File: src/rtl/idle_cell_filter_pkg.sv
// Package: shared constants for the idle/unassigned cell filter.
// Assumes a 4-byte header with the GFC in the top nibble and an 8-bit HEC.
package idle_cell_filter_pkg;

    localparam int HDR_BITS  = 32;
    localparam int HEC_BITS  = 8;
    localparam int GFC_BITS  = 4;

    // CRC-8 generator polynomial, lower terms only (x^2 + x + 1)
    localparam logic [HEC_BITS-1:0] HEC_POLY  = 8'h07;
    // Coset added to the remainder
    localparam logic [HEC_BITS-1:0] HEC_COSET = 8'h55;
    // HEC bits that do not depend on payload-type bits 3..1 of an unassigned header
    localparam logic [HEC_BITS-1:0] LIMITED_HEC_MASK = 8'hC1;

    // Idle header pattern and payload-type bits left free for unassigned headers
    localparam logic [HDR_BITS-1:0] IDLE_PATTERN = 32'h0000_0001;
    localparam logic [HDR_BITS-1:0] PTI_FREE     = 32'h0000_000E;

    // Static option set
    typedef struct packed {
        logic accept_idle;
        logic skip_hec;
        logic mask_gfc;
        logic no_hec;
    } filt_cfg_t;

endpackage

File: src/rtl/idle_cell_filter_hec.sv
// Module: expected HEC generator.
// Computes a bit-serial CRC-8 over the header, unrolled into a combinational
// chain (most significant bit first), then adds the coset.
// Assumes the header is presented whole in one cycle.
module idle_cell_filter_hec
    import idle_cell_filter_pkg::*;
#(
    parameter int NBITS = HDR_BITS,
    parameter int CBITS = HEC_BITS
) (
    input  logic [NBITS-1:0] hdr,
    output logic [CBITS-1:0] hec_exp
);

    logic [CBITS-1:0] stage [0:NBITS];

    assign stage[0] = '0;

    // One shift/feedback step per header bit
    for (genvar i = 0; i < NBITS; i++) begin : g_step
        logic fb;
        assign fb           = stage[i][CBITS-1] ^ hdr[NBITS-1-i];
        assign stage[i+1]   = {stage[i][CBITS-2:0], 1'b0} ^ (fb ? HEC_POLY : '0);
    end

    // Remainder plus coset
    assign hec_exp = stage[NBITS] ^ HEC_COSET;

endmodule

File: src/rtl/idle_cell_filter_class.sv
// Module: header classifier.
// Flags a header as idle or unassigned, optionally with the GFC nibble masked.
// Assumes the idle and unassigned patterns have a zero GFC field.
module idle_cell_filter_class
    import idle_cell_filter_pkg::*;
#(
    parameter int NBITS = HDR_BITS,
    parameter int GBITS = GFC_BITS
) (
    input  logic [NBITS-1:0] hdr,
    input  logic             mask_gfc,
    output logic             is_idle,
    output logic             is_unas
);

    localparam logic [NBITS-1:0] KEEP_ALL = '1;
    localparam logic [NBITS-1:0] KEEP_LOW = {{GBITS{1'b0}}, {(NBITS-GBITS){1'b1}}};

    logic [NBITS-1:0] masked;

    // Apply the optional GFC mask
    always_comb masked = hdr & (mask_gfc ? KEEP_LOW : KEEP_ALL);

    // Compare against the idle and unassigned patterns
    always_comb begin
        is_idle = (masked == IDLE_PATTERN);
        is_unas = ((masked & ~PTI_FREE) == '0);
    end

endmodule

File: src/rtl/idle_cell_filter_decide.sv
// Module: pass/drop decision and output register.
// Combines the class flags, HEC comparison and options, then registers the
// result one cycle after the input strobe. Outputs are zero when not valid.
module idle_cell_filter_decide
    import idle_cell_filter_pkg::*;
#(
    parameter int CBITS = HEC_BITS
) (
    input  logic             clk,
    input  logic             rst_n,
    input  logic             in_valid,
    input  logic             is_idle,
    input  logic             is_unas,
    input  logic [CBITS-1:0] hec_rx,
    input  logic [CBITS-1:0] hec_exp,
    input  filt_cfg_t        cfg,
    output logic             out_valid,
    output logic             out_pass,
    output logic             out_drop,
    output logic             out_idle,
    output logic             out_unas
);

    logic full_ok, limited_ok, hec_checked, special, pass_c;

    // HEC comparisons: whole byte for idle, constant bits for unassigned
    always_comb begin
        full_ok    = (hec_rx == hec_exp);
        limited_ok = (((hec_rx ^ hec_exp) & LIMITED_HEC_MASK) == '0);
    end

    // Decide whether the cell continues to reassembly
    always_comb begin
        special     = is_idle | is_unas;
        hec_checked = !(cfg.skip_hec | cfg.no_hec);
        pass_c      = cfg.accept_idle | !special |
                      (hec_checked & (is_idle ? !full_ok : !limited_ok));
    end

    // Output register, cleared by reset and gated by the input strobe
    always_ff @(posedge clk) begin
        if (!rst_n) begin
            out_valid <= 1'b0;
            out_pass  <= 1'b0;
            out_drop  <= 1'b0;
            out_idle  <= 1'b0;
            out_unas  <= 1'b0;
        end else begin
            out_valid <= in_valid;
            out_pass  <= in_valid & pass_c;
            out_drop  <= in_valid & !pass_c;
            out_idle  <= in_valid & is_idle;
            out_unas  <= in_valid & is_unas;
        end
    end

    // accept option lets every cell through
    p_accept_pass_r4: assert property (@(posedge clk) disable iff (!rst_n)
        (in_valid && cfg.accept_idle) |=> out_pass);

    // normal cells always pass
    p_normal_pass_r9: assert property (@(posedge clk) disable iff (!rst_n)
        (in_valid && !is_idle && !is_unas) |=> out_pass);

    // header match alone drops when HEC is not consulted
    p_nohec_drop_r7: assert property (@(posedge clk) disable iff (!rst_n)
        (in_valid && !cfg.accept_idle && (is_idle || is_unas) &&
         (cfg.skip_hec || cfg.no_hec)) |=> out_drop);

    // exactly one of pass and drop with a valid decision
    p_one_decision_r10: assert property (@(posedge clk) disable iff (!rst_n)
        out_valid |-> (out_pass != out_drop));

endmodule

File: src/rtl/idle_cell_filter.sv
// Module: top of the idle/unassigned cell filter.
// Classifies each header, computes its expected HEC and emits a registered
// pass/drop decision one cycle after hdr_valid.
// Assumes the configuration inputs are static while cells flow.
module idle_cell_filter
    import idle_cell_filter_pkg::*;
(
    input  logic        clk,
    input  logic        rst_n,
    input  logic        hdr_valid,
    input  logic [31:0] hdr_word,
    input  logic [7:0]  hec_byte,
    input  logic        cfg_accept_idle,
    input  logic        cfg_skip_hec,
    input  logic        cfg_mask_gfc,
    input  logic        cfg_no_hec,
    output logic        dec_valid,
    output logic        dec_pass,
    output logic        dec_drop,
    output logic        dec_idle,
    output logic        dec_unassigned
);

    logic [HEC_BITS-1:0] hec_exp;
    logic                is_idle, is_unas;
    filt_cfg_t           cfg;

    // Gather the option inputs
    always_comb cfg = '{accept_idle: cfg_accept_idle, skip_hec: cfg_skip_hec,
                        mask_gfc: cfg_mask_gfc, no_hec: cfg_no_hec};

    idle_cell_filter_hec #(.NBITS(HDR_BITS), .CBITS(HEC_BITS)) hec_i (
        .hdr     (hdr_word),
        .hec_exp (hec_exp)
    );

    idle_cell_filter_class #(.NBITS(HDR_BITS), .GBITS(GFC_BITS)) class_i (
        .hdr      (hdr_word),
        .mask_gfc (cfg.mask_gfc),
        .is_idle  (is_idle),
        .is_unas  (is_unas)
    );

    idle_cell_filter_decide #(.CBITS(HEC_BITS)) decide_i (
        .clk       (clk),
        .rst_n     (rst_n),
        .in_valid  (hdr_valid),
        .is_idle   (is_idle),
        .is_unas   (is_unas),
        .hec_rx    (hec_byte),
        .hec_exp   (hec_exp),
        .cfg       (cfg),
        .out_valid (dec_valid),
        .out_pass  (dec_pass),
        .out_drop  (dec_drop),
        .out_idle  (dec_idle),
        .out_unas  (dec_unassigned)
    );

    // a decision follows each strobe, and only a strobe
    p_valid_follows_r10: assert property (@(posedge clk) disable iff (!rst_n)
        hdr_valid |=> dec_valid);
    p_no_spurious_r10: assert property (@(posedge clk) disable iff (!rst_n)
        !hdr_valid |=> !dec_valid);

    // the exact idle pattern is reported idle
    p_idle_class_r1: assert property (@(posedge clk) disable iff (!rst_n)
        (hdr_valid && hdr_word == 32'h0000_0001) |=> dec_idle);

    // all flags quiet without a decision
    p_quiet_r11: assert property (@(posedge clk) disable iff (!rst_n)
        !dec_valid |-> !(dec_pass || dec_drop || dec_idle || dec_unassigned));

endmodule

File: config.mk
export PLATFORM = sky130hd
export DESIGN_NAME = idle_cell_filter
export DESIGN_NICKNAME = d
export VERILOG_FILES = /design/src/rtl/idle_cell_filter_pkg.sv /design/src/rtl/idle_cell_filter_hec.sv /design/src/rtl/idle_cell_filter_class.sv /design/src/rtl/idle_cell_filter_decide.sv /design/src/rtl/idle_cell_filter.sv
export SDC_FILE = /design/constraint.sdc
export NUM_CORES = 1
export LEC_CHECK = 0
export BUFFER_PORTS_ARGS = -buffer_cell sky130_fd_sc_hd__buf_4
export CORE_MARGIN = 3
export CORE_UTILIZATION = 50
export CTS_CLUSTER_SIZE = 10
export DETAILED_ROUTE_END_ITERATION = 8
export PLACE_DENSITY = 0.82
export SLEW_MARGIN = 25
export SYNTH_ARGS = -nofsm -noshare
export SYNTH_HDL_FRONTEND = slang
export SYNTH_HIERARCHICAL = 1
export SYNTH_SLANG_ARGS = --single-unit
File: constraint.sdc
create_clock -name clk -period 8.4 [get_ports clk]
set_clock_uncertainty 0.1 [all_clocks]
set_input_delay 0.42 -clock clk [delete_from_list [all_inputs] [get_ports clk]]
set_output_delay 0.42 -clock clk [all_outputs]
set_load 0.01 [all_outputs]
# ---- Word-level counts from Yosys, hierarchy flattened
# Cells that the tools add are included.
dict set report word_totals {
  ff_bits 5
  word_cells 122
  inputBits 47
}
dict set report op_classes {
  n_eq_ne 2
  reduce_logical 7
  bitwise 74
  n_mux 34
}
# op count
set op_table {}
lappend op_table {{bitwise XOR 8 bit} 31}
lappend op_table {{2-to-1 mux 3 bit} 32}
lappend op_table {{bitwise AND 32 bit} 1}
lappend op_table {{equality test 32 x 1 -> 1 bit, second input constant} 1}
lappend op_table {{zero test 32 bit} 1}
lappend op_table {{2-to-1 mux 32 bit} 1}
lappend op_table {{bitwise XOR 1 bit} 30}
lappend op_table {{equality test 8 bit} 1}
lappend op_table {{zero test 8 bit} 1}
lappend op_table {{bitwise XOR 8 x 3 -> 8 bit} 1}
lappend op_table {{bitwise AND 1 bit} 5}
lappend op_table {{zero test 1 bit} 5}
lappend op_table {{NOT 4 bit} 1}
lappend op_table {{bitwise OR 1 bit} 4}
lappend op_table {{2-to-1 mux 1 bit} 1}
lappend op_table {{bitwise XOR 1 bit, first input constant} 1}

# ---- Depth between registers and ports, before layout
# Gate-level depths: netlist (run 1).
dict set report logic_depth {
  ltp_word 102
  mapped_depth 10
}

# ---- Hierarchy
# The synthesis (run 1) kept the hierarchy.
# mod area_per_inst_um2 cells_each n_inst seq_area_each_um2
set modules_own_cells {}
lappend modules_own_cells {idle_cell_filter_hec 895.9 69 1 0.0}
lappend modules_own_cells {idle_cell_filter_decide 275.3 33 1 100.1}
lappend modules_own_cells {idle_cell_filter_class 105.1 12 1 0.0}

# ---- Worst setup path before layout (run 1)
# No wires, ideal clock.
dict set report synth_path {
  path_type {input port to flip-flop}
  start {input port hdr_word[29]}
  end {register decide_i.out_pass}
  setup_time_ns 0.129
  stages 9
  path_buffers 1
  path_slack_ns 5.372
  required_time_ns 8.171
  arrival_ns 2.799
  path_cell_list {buf_2 xnor3_2 xnor3_2 xnor2_2 xnor3_1 xnor3_1 xor2_1 o311ai_1 nand3_1}
}
dict set report synth_via {
  elab_cells_between_ends 88
  cone_classes {2 x eq/ne; 22 x mux; 59 x bitwise; 5 x reduce/logical}
}
# item line_no
set synth_lines {}
lappend synth_lines {{start, declared} idle_cell_filter.sv:11} ;# input logic [31:0] hdr_word,
lappend synth_lines {{bitwise XOR 1 bit *} idle_cell_filter_hec.sv:22} ;# assign fb = stage[i][CBITS-1] ^ hdr[NBITS-1-i];
lappend synth_lines {{2-to-1 mux 3 bit *} idle_cell_filter_hec.sv:23} ;# assign stage[i+1] = {stage[i][CBITS-2:0], 1'b0} ^ (fb ? HEC_POLY : '0);
lappend synth_lines {{bitwise XOR 8 bit * (6 in series)} idle_cell_filter_hec.sv:23}
lappend synth_lines {{bitwise XOR 1 bit or bitwise XOR 8 bit (tied branches)} {idle_cell_filter_hec.sv:22, idle_cell_filter_hec.sv:23}}
lappend synth_lines {{2-to-1 mux 3 bit, or another cell as far along} idle_cell_filter_hec.sv:23}
lappend synth_lines {{bitwise XOR 8 bit * (6 in series)} idle_cell_filter_hec.sv:23}
lappend synth_lines {{bitwise XOR 1 bit or bitwise XOR 8 bit (tied branches)} {idle_cell_filter_hec.sv:22, idle_cell_filter_hec.sv:23}}
lappend synth_lines {{2-to-1 mux 3 bit, or another cell as far along} idle_cell_filter_hec.sv:23}
lappend synth_lines {{[21 not listed]} n/a}
lappend synth_lines {{bitwise XOR 8 x 3 -> 8 bit *} idle_cell_filter_hec.sv:23}
lappend synth_lines {{named net hec_exp[3]} idle_cell_filter.sv:24} ;# logic [HEC_BITS-1:0] hec_exp;
lappend synth_lines {{equality test 8 bit *} idle_cell_filter_decide.sv:28} ;# full_ok = (hec_rx == hec_exp);
lappend synth_lines {{zero test 1 bit *} idle_cell_filter_decide.sv:37} ;# (hec_checked & (is_idle ? !full_ok : !limited_ok));
lappend synth_lines {{2-to-1 mux 1 bit *} idle_cell_filter_decide.sv:37}
lappend synth_lines {{bitwise AND 1 bit *} idle_cell_filter_decide.sv:37}
lappend synth_lines {{bitwise OR 1 bit *} idle_cell_filter_decide.sv:36} ;# pass_c = cfg.accept_idle | !special |
lappend synth_lines {{bitwise AND 1 bit *} idle_cell_filter_decide.sv:50} ;# out_pass <= in_valid & pass_c;
lappend synth_lines {{end signal, assigned} idle_cell_filter_decide.sv:50}
lappend synth_lines {{end, declared} idle_cell_filter_decide.sv:18} ;# output logic out_pass,
# Mark *: on every way through the listed nets, which the timed path passes. The rest lies on a longest branch.
# A chain may end at the register's enable or synchronous reset.

# ---- Worst setup path after layout (run 1)
dict set report layout_path {
  start {input port hdr_word[28]}
  end {register decide_i.out_pass}
}
dict set report layout_via {
  elab_cells_between_ends 85
  cone_classes {2 x eq/ne; 21 x mux; 57 x bitwise; 5 x reduce/logical}
}
# item line_no
set layout_lines {}
lappend layout_lines {{bitwise XOR 1 bit *} idle_cell_filter_hec.sv:22}
lappend layout_lines {{2-to-1 mux 3 bit *} idle_cell_filter_hec.sv:23}
lappend layout_lines {{bitwise XOR 8 bit * (6 in series)} idle_cell_filter_hec.sv:23}
lappend layout_lines {{bitwise XOR 1 bit or bitwise XOR 8 bit (tied branches)} {idle_cell_filter_hec.sv:22, idle_cell_filter_hec.sv:23}}
lappend layout_lines {{2-to-1 mux 3 bit, or another cell as far along} idle_cell_filter_hec.sv:23}
lappend layout_lines {{bitwise XOR 8 bit * (7 in series)} idle_cell_filter_hec.sv:23}
lappend layout_lines {{bitwise XOR 1 bit or bitwise XOR 8 bit (tied branches)} {idle_cell_filter_hec.sv:22, idle_cell_filter_hec.sv:23}}
lappend layout_lines {{2-to-1 mux 3 bit, or another cell as far along} idle_cell_filter_hec.sv:23}
lappend layout_lines {{[18 not listed]} n/a}
lappend layout_lines {{named net hec_exp[7]} idle_cell_filter.sv:24}
lappend layout_lines {{bitwise XOR 8 bit} idle_cell_filter_decide.sv:29} ;# limited_ok = (((hec_rx ^ hec_exp) & LIMITED_HEC_MASK) == '0);
lappend layout_lines {{zero test 8 bit} idle_cell_filter_decide.sv:29}
lappend layout_lines {{zero test 1 bit} idle_cell_filter_decide.sv:37}
lappend layout_lines {{2-to-1 mux 1 bit *} idle_cell_filter_decide.sv:37}
lappend layout_lines {{bitwise AND 1 bit *} idle_cell_filter_decide.sv:37}
lappend layout_lines {{bitwise OR 1 bit *} idle_cell_filter_decide.sv:36}
lappend layout_lines {{bitwise AND 1 bit *} idle_cell_filter_decide.sv:50}
# Marks and branches as above.

==> results by group, run 1 <==
Detailed routing
  • Residual DRC: 0
  • Routed Wire Length: 3.13 mm
  • Via density per instance: 5.34
  • First-pass DRT Iterations: 4
  • Via count: 1046
  • WL/cell: 16.0 µm
  • Starting DRT DRC Count: 28
  • Post-route ant nets: 0

Flow run
  • Number of max-cap violations: 0

Synthesis
  • Synth cell types: 25
  • Area fraction of the dominant cell type after synthesis: 0.282
  • Seq cells post-synth: 5
  • Synth top area cells: xnor3_1, xnor2_1, xor2_1
  • XOR/XNOR Fraction of Synth Area: 0.753
  • Adder-cell share of the synthesized area: 0
  • Post-synthesis simple-gate area fraction: 0.139
  • Synth warn: 6
  • Mapped Area: 0.00128 mm²
  • Post-synthesis compound-gate area fraction: 0.0225
  • Synth area leader: xnor3_1
  • Sequential area share after synthesis: 0.0784
  • Largest family of logic cells by synthesized area: XOR/XNOR gates
  • Syn_nets: 161
  • Cells after Synth: 114
  • Synth Area per Inst: 11.2 µm²
  • Mux share of post-synthesis cell area: 0

Clock network
  • Hold buffers post-CTS: 0
  • Resize count post-CTS: 0
  • CTS buffer count: 3
  • CTS tree: yes
  • Worst-path clk slew: 0.04 ns
  • H-tree Lvls: 1
  • Clock Tree Buf Depth: 2
  • CTS sink count: 5
  • Post-CTS setup buffers: 0
  • Root Driver: clkbuf_4

Timing
  • Max-slew violations: 0
  • Slew headroom: 0.695
  • RSZ-0062 raised after global routing: no
  • Hold Slack: 0.329 ns
  • Least-Margin Pin Slew: 0.455 ns
  • # setup viols final: 0
  • Final hold violations: 0
  • Tcrit/Tclk final: 0.346
  • Setup TNS: 0 ns
  • Post-layout min period: 2.91 ns
  • Max Clock Freq: 0.344 GHz

Finish
  • Share of cells above drive strength 1: 0.375
  • Most frequent cells in the layout: buf_4, xnor2_1, xnor3_1
  • P&R area growth vs syn: 34.4%
  • # fillers: 179
  • # nets final: 216
  • ANT cells: 0
  • Commonest non-fill, non-tap cell in the layout: buf_4

Setup path
  • CP Launch Type: input port
  • Worst Setup End Kind: register
  • Worst Path Max Fanout: 4
  • CP Data Required Time: 8.42 ns
  • Arr. time, crit path: 2.92 ns
  • WS Path Type: in2reg

Floorplan
  • Die area: 0.00319 mm²
  • Initial Util: 0.550
  • CORE AREA: 0.00232 mm²
  • IO Count: 52
  • Die Wd: 56.5 µm
  • Die Ht: 56.5 µm
  • # rows: 17

Run status
  • Status: finished clean

Global routing
  • Initial antenna violation count: 0
  • Largest net degree at the start of global routing: 6
  • Total Routing Usage GR: 0.210
  • First-pass GRT wire length: 5.29 mm
  • GRT overflow: 0
  • Vias in the first global route: 1136

Pwr
  • VDD IR-drop max: 0.000303 V
  • Sw frac: 0.375
  • Internal power: 294 µW
  • Leak Pwr: 0.000839 µW
  • Clk pwr share: 0.059
  • Pwr per Cell Area: 275 mW/mm²
  • Switching power of the nets: 177 µW
  • Flop pwr share: 0.053
  • Gate power share: 0.888

Place
  • Port buffer count: 51
  • GPL Wtd Cong: 0.890
  • Dpl hpwl: 2.79 mm

Min path
  • Hold Crit Class: in2reg
per-layer routing:
metal | wire (µm) | vias up | GRT usage
met5 | 0 | - | 0
met4 | 0 | 0 | 0.0102
met3 | 206 | 0 | 0.0345
met2 | 1650 | 34 | 0.394
met1 | 1270 | 505 | 0.260
li1 | - | 507 | -
logic make-up (layout without fill, tap and decap cells):
logic type | Yosys count | after routing
compound gates | 4 | 4
xor+xnor | 76 | 76
buf+inv | 2 | 56
flops | 5 | 5
simple gates | 27 | 27
per-stage QoR:
step           cells  total power (µW)  utilization  cell area [µm²]  worst slack (ns)
2_1_floorplan    114               379            -             1280              5.37
3_3_place_gp     192               436        0.729             1690              5.29
3_5_place_dp     192               446        0.729             1690              5.20
4_1_cts          196               477        0.740             1720              5.45
5_1_grt          196               510        0.740             1720              5.31
6_report         196               471        0.740             1720              5.49
flip-flops by register name, summed over array words and instances (netlist names):
register and count:
decide_i/out_unas 1, decide_i/out_drop 1, decide_i/out_idle 1, decide_i/out_valid 1, decide_i/out_pass 1
cells in the mapped netlist (all sizes together):
library cell and n:
inv 1, xnor3 18, nor2 3, xor2 15, nand3 2, o311ai 1
o211ai 1, nor4 7, nor3 6, xor3 2, nand2 3, xnor2 41
and3 2, dfxtp 5, nand4 1, o21bai 1, a21oi 1, nand2b 1
nand4b 1, buf 1, or4b 1
worst paths after layout:
check | cells after the start | slack, ns | start | end
setup / recovery | 10 | 5.49 | hdr_word[28] | decide_i/out_pass
hold / removal | 2 | 0.33 | hdr_valid | decide_i/out_unas
power groups by stage:
stage | sequential [µW] | clock, µW | combinational [µW]
3_5_place_dp | 25.4 | 0 | 420
2_1_floorplan | 25.9 | 0 | 353
3_3_place_gp | 25.4 | 0 | 410
4_1_cts | 25.0 | 29.0 | 423
5_1_grt | 25.0 | 30.6 | 454
6_report | 25.0 | 27.9 | 418
cell type report:
cell class              count  area, µm²  area share
inverters                   1       3.75     0.00219
clock buffers               4       26.3      0.0153
well taps                  28       35.0      0.0204
multi-input cells         107       1170       0.681
repair buffers             51        383       0.223
flip-flops and latches      5        100      0.0584
critical path: stages:
cell and delay (ns):
buf_4 0.13, xor2_1 0.15, xnor3_1 0.50, xnor3_1 0.43
xnor2_1 0.23, xnor3_1 0.35, xor2_1 0.17, nor3_1 0.32
nand2b_1 0.16, nand3_1 0.07
No activity file was read; power rests on OpenSTA's default activity.
==> run 2, diff against run 1 <==
CORE_UTILIZATION = 44   (was 50)
PLACE_DENSITY = 0.77   (was 0.82)
clock period = 2.35 ns   (was 8.4 ns; I/O delays follow)
==> run 2 against run 1 <==
The run now ends with setup timing left. Highest routed layer is now met4. Sequential cell count stayed put. Worst setup slack got worse by 5.8 ns. Combinational power increased to 5.0 times the previous value. Power rose to 4.9 times the previous value. Cell count increased by 24%. Largest cell class unchanged. Count of clock-buffer cells in the layout did not move. Utilization increased by 13 points. Largest power group unchanged. Global-route usage rose by 2.9 points.
==> results by group, run 2 (synthesis results as in run 1) <==
Run status
  • Status: finished, violations left
  • Violated checks: setup timing

Setup path
  • Worst Path Max Fanout: 2
  • CP Data Required Time: 2.37 ns
  • CP startpoint: hdr_word[23]
  • WS Path Type: in2reg
  • Worst Setup End Kind: register
  • CP Launch Type: input port
  • Arr. time, crit path: 2.68 ns

Timing
  • Least-Margin Pin Slew: 0.382 ns
  • Max-slew violations: 0
  • Max Clock Freq: 0.376 GHz
  • Post-layout min period: 2.66 ns
  • Tcrit/Tclk final: 1.13
  • Worst Setup Slack, final: -0.310 ns
  • Final hold violations: 0
  • # setup viols final: 2
  • Slew headroom: 0.743
  • RSZ-0062 raised after global routing: yes

Finish
  • Most frequent cells in the layout: buf_4, xnor2_1, xnor3_1
  • # nets final: 261
  • Share of cells above drive strength 1: 0.615
  • P&R area growth vs syn: 78.5%
  • Commonest non-fill, non-tap cell in the layout: buf_4
  • ANT cells: 0

Detailed routing
  • Residual DRC: 0
  • First-pass DRT Iterations: 4
  • Starting DRT DRC Count: 60
  • WL/cell: 18.9 µm
  • Via density per instance: 5.18
  • Via count: 1258
  • Routed Wire Length: 4.58 mm
  • Post-route ant nets: 0

Floorplan
  • Initial Util: 0.489
  • # rows: 18
  • Die Ht: 59.9 µm
  • IO Count: 52
  • Die Wd: 59.9 µm
  • CORE AREA: 0.00261 mm²
  • Die area: 0.00358 mm²

Place
  • Dpl hpwl: 3.12 mm
  • Post-place setup slack: -0.581 ns
  • Port buffer count: 51
  • GPL Wtd Cong: 0.884

Global routing
  • Total Routing Usage GR: 0.239
  • GRT overflow: 0
  • Largest net degree at the start of global routing: 6
  • Initial antenna violation count: 0
  • First-pass GRT wire length: 6.19 mm
  • Vias in the first global route: 1294

Clock network
  • H-tree Lvls: 1
  • Hold buffers post-CTS: 0
  • CTS sink count: 5
  • CTS tree: yes
  • Clock Tree Buf Depth: 2
  • CTS buffer count: 3
  • Root Driver: clkbuf_4
  • Worst-path clk slew: 0.05 ns

Pwr
  • Overall Power: 2300 µW
  • Pwr per Cell Area: 1010 mW/mm²
  • Leak Pwr: 0.00116 µW
  • VDD IR-drop max: 0.00117 V

Min path
  • Hold Startpoint: hdr_valid
  • Hold Crit Class: in2reg

Flow run
  • Number of max-cap violations: 0
-- run 2: cell types whose count changed in the layout (fill, tap and decap cells not counted), sizes merged --
| cell | change |
|---|---|
| buf | +45 |
-- run 2: layout make-up --
type,instances,area [µm²]
timing repair buffer,96,751
sequential,5,100
multi-input combinational,107,1360
clock buffer,4,26.3
fill,129,334
tap,30,37.5
inverter,1,3.75
-- run 2: per-layer routing --
layer | wire length [µm] | global-route usage | vias to the layer above
met5 | 0 | 0 | -
met4 | 74 | 0.0570 | 0
met3 | 277 | 0.0346 | 10
met2 | 2450 | 0.421 | 54
met1 | 1790 | 0.304 | 597
li1 | - | - | 597
-- run 2: worst max-delay path, stage by stage --
cell      delay (ns)
buf_4           0.12
xnor2_1         0.13
buf_4           0.16
xnor2_1         0.24
xnor3_2         0.53
buf_4           0.17
xnor3_1         0.37
xnor3_1         0.23
xor2_2          0.20
o311ai_2        0.26
nand3_1         0.16
-- run 2: path summary, 6_finish.rpt --
check,end,cells after the start
worst max-delay path,decide_i/out_pass,11
worst min-delay path,decide_i/out_idle,2
-- run 2: per-stage QoR --
step / cell area [µm²] / hold slack, ns / cells / util / setup TNS, ns
2_1_floorplan: 1280 / 0.170 / 114 / - / -0.430
3_3_place_gp: 2000 / 0.269 / 234 / 0.765 / -0.799
3_5_place_dp: 2000 / 0.270 / 234 / 0.765 / -1.07
4_1_cts: 2160 / 0.00474 / 239 / 0.828 / -0.0439
5_1_grt: 2280 / 0.00606 / 243 / 0.872 / -0.496
6_report: 2280 / 0.0121 / 243 / 0.872 / -0.435
-- run 2: where the power goes --
| part | switching [µW] | internal [µW] | leakage [µW] |
|---|---|---|---|
| registers | 1.21 | 88.3 | 0.0000408 |
| logic | 876 | 1220 | 0.00110 |
| clock network | 46.2 | 64.9 | 0.0000150 |
| total | 923 | 1370 | 0.00116 |
-- run 2: what timing repair did --
| action | CTS | global route |
|---|---|---|
| pin swaps | 19 | 14 |
| setup endpoints to repair | 2 | 2 |
| gates resized for setup | 19 | 15 |
| setup buffers | 2 | 4 |
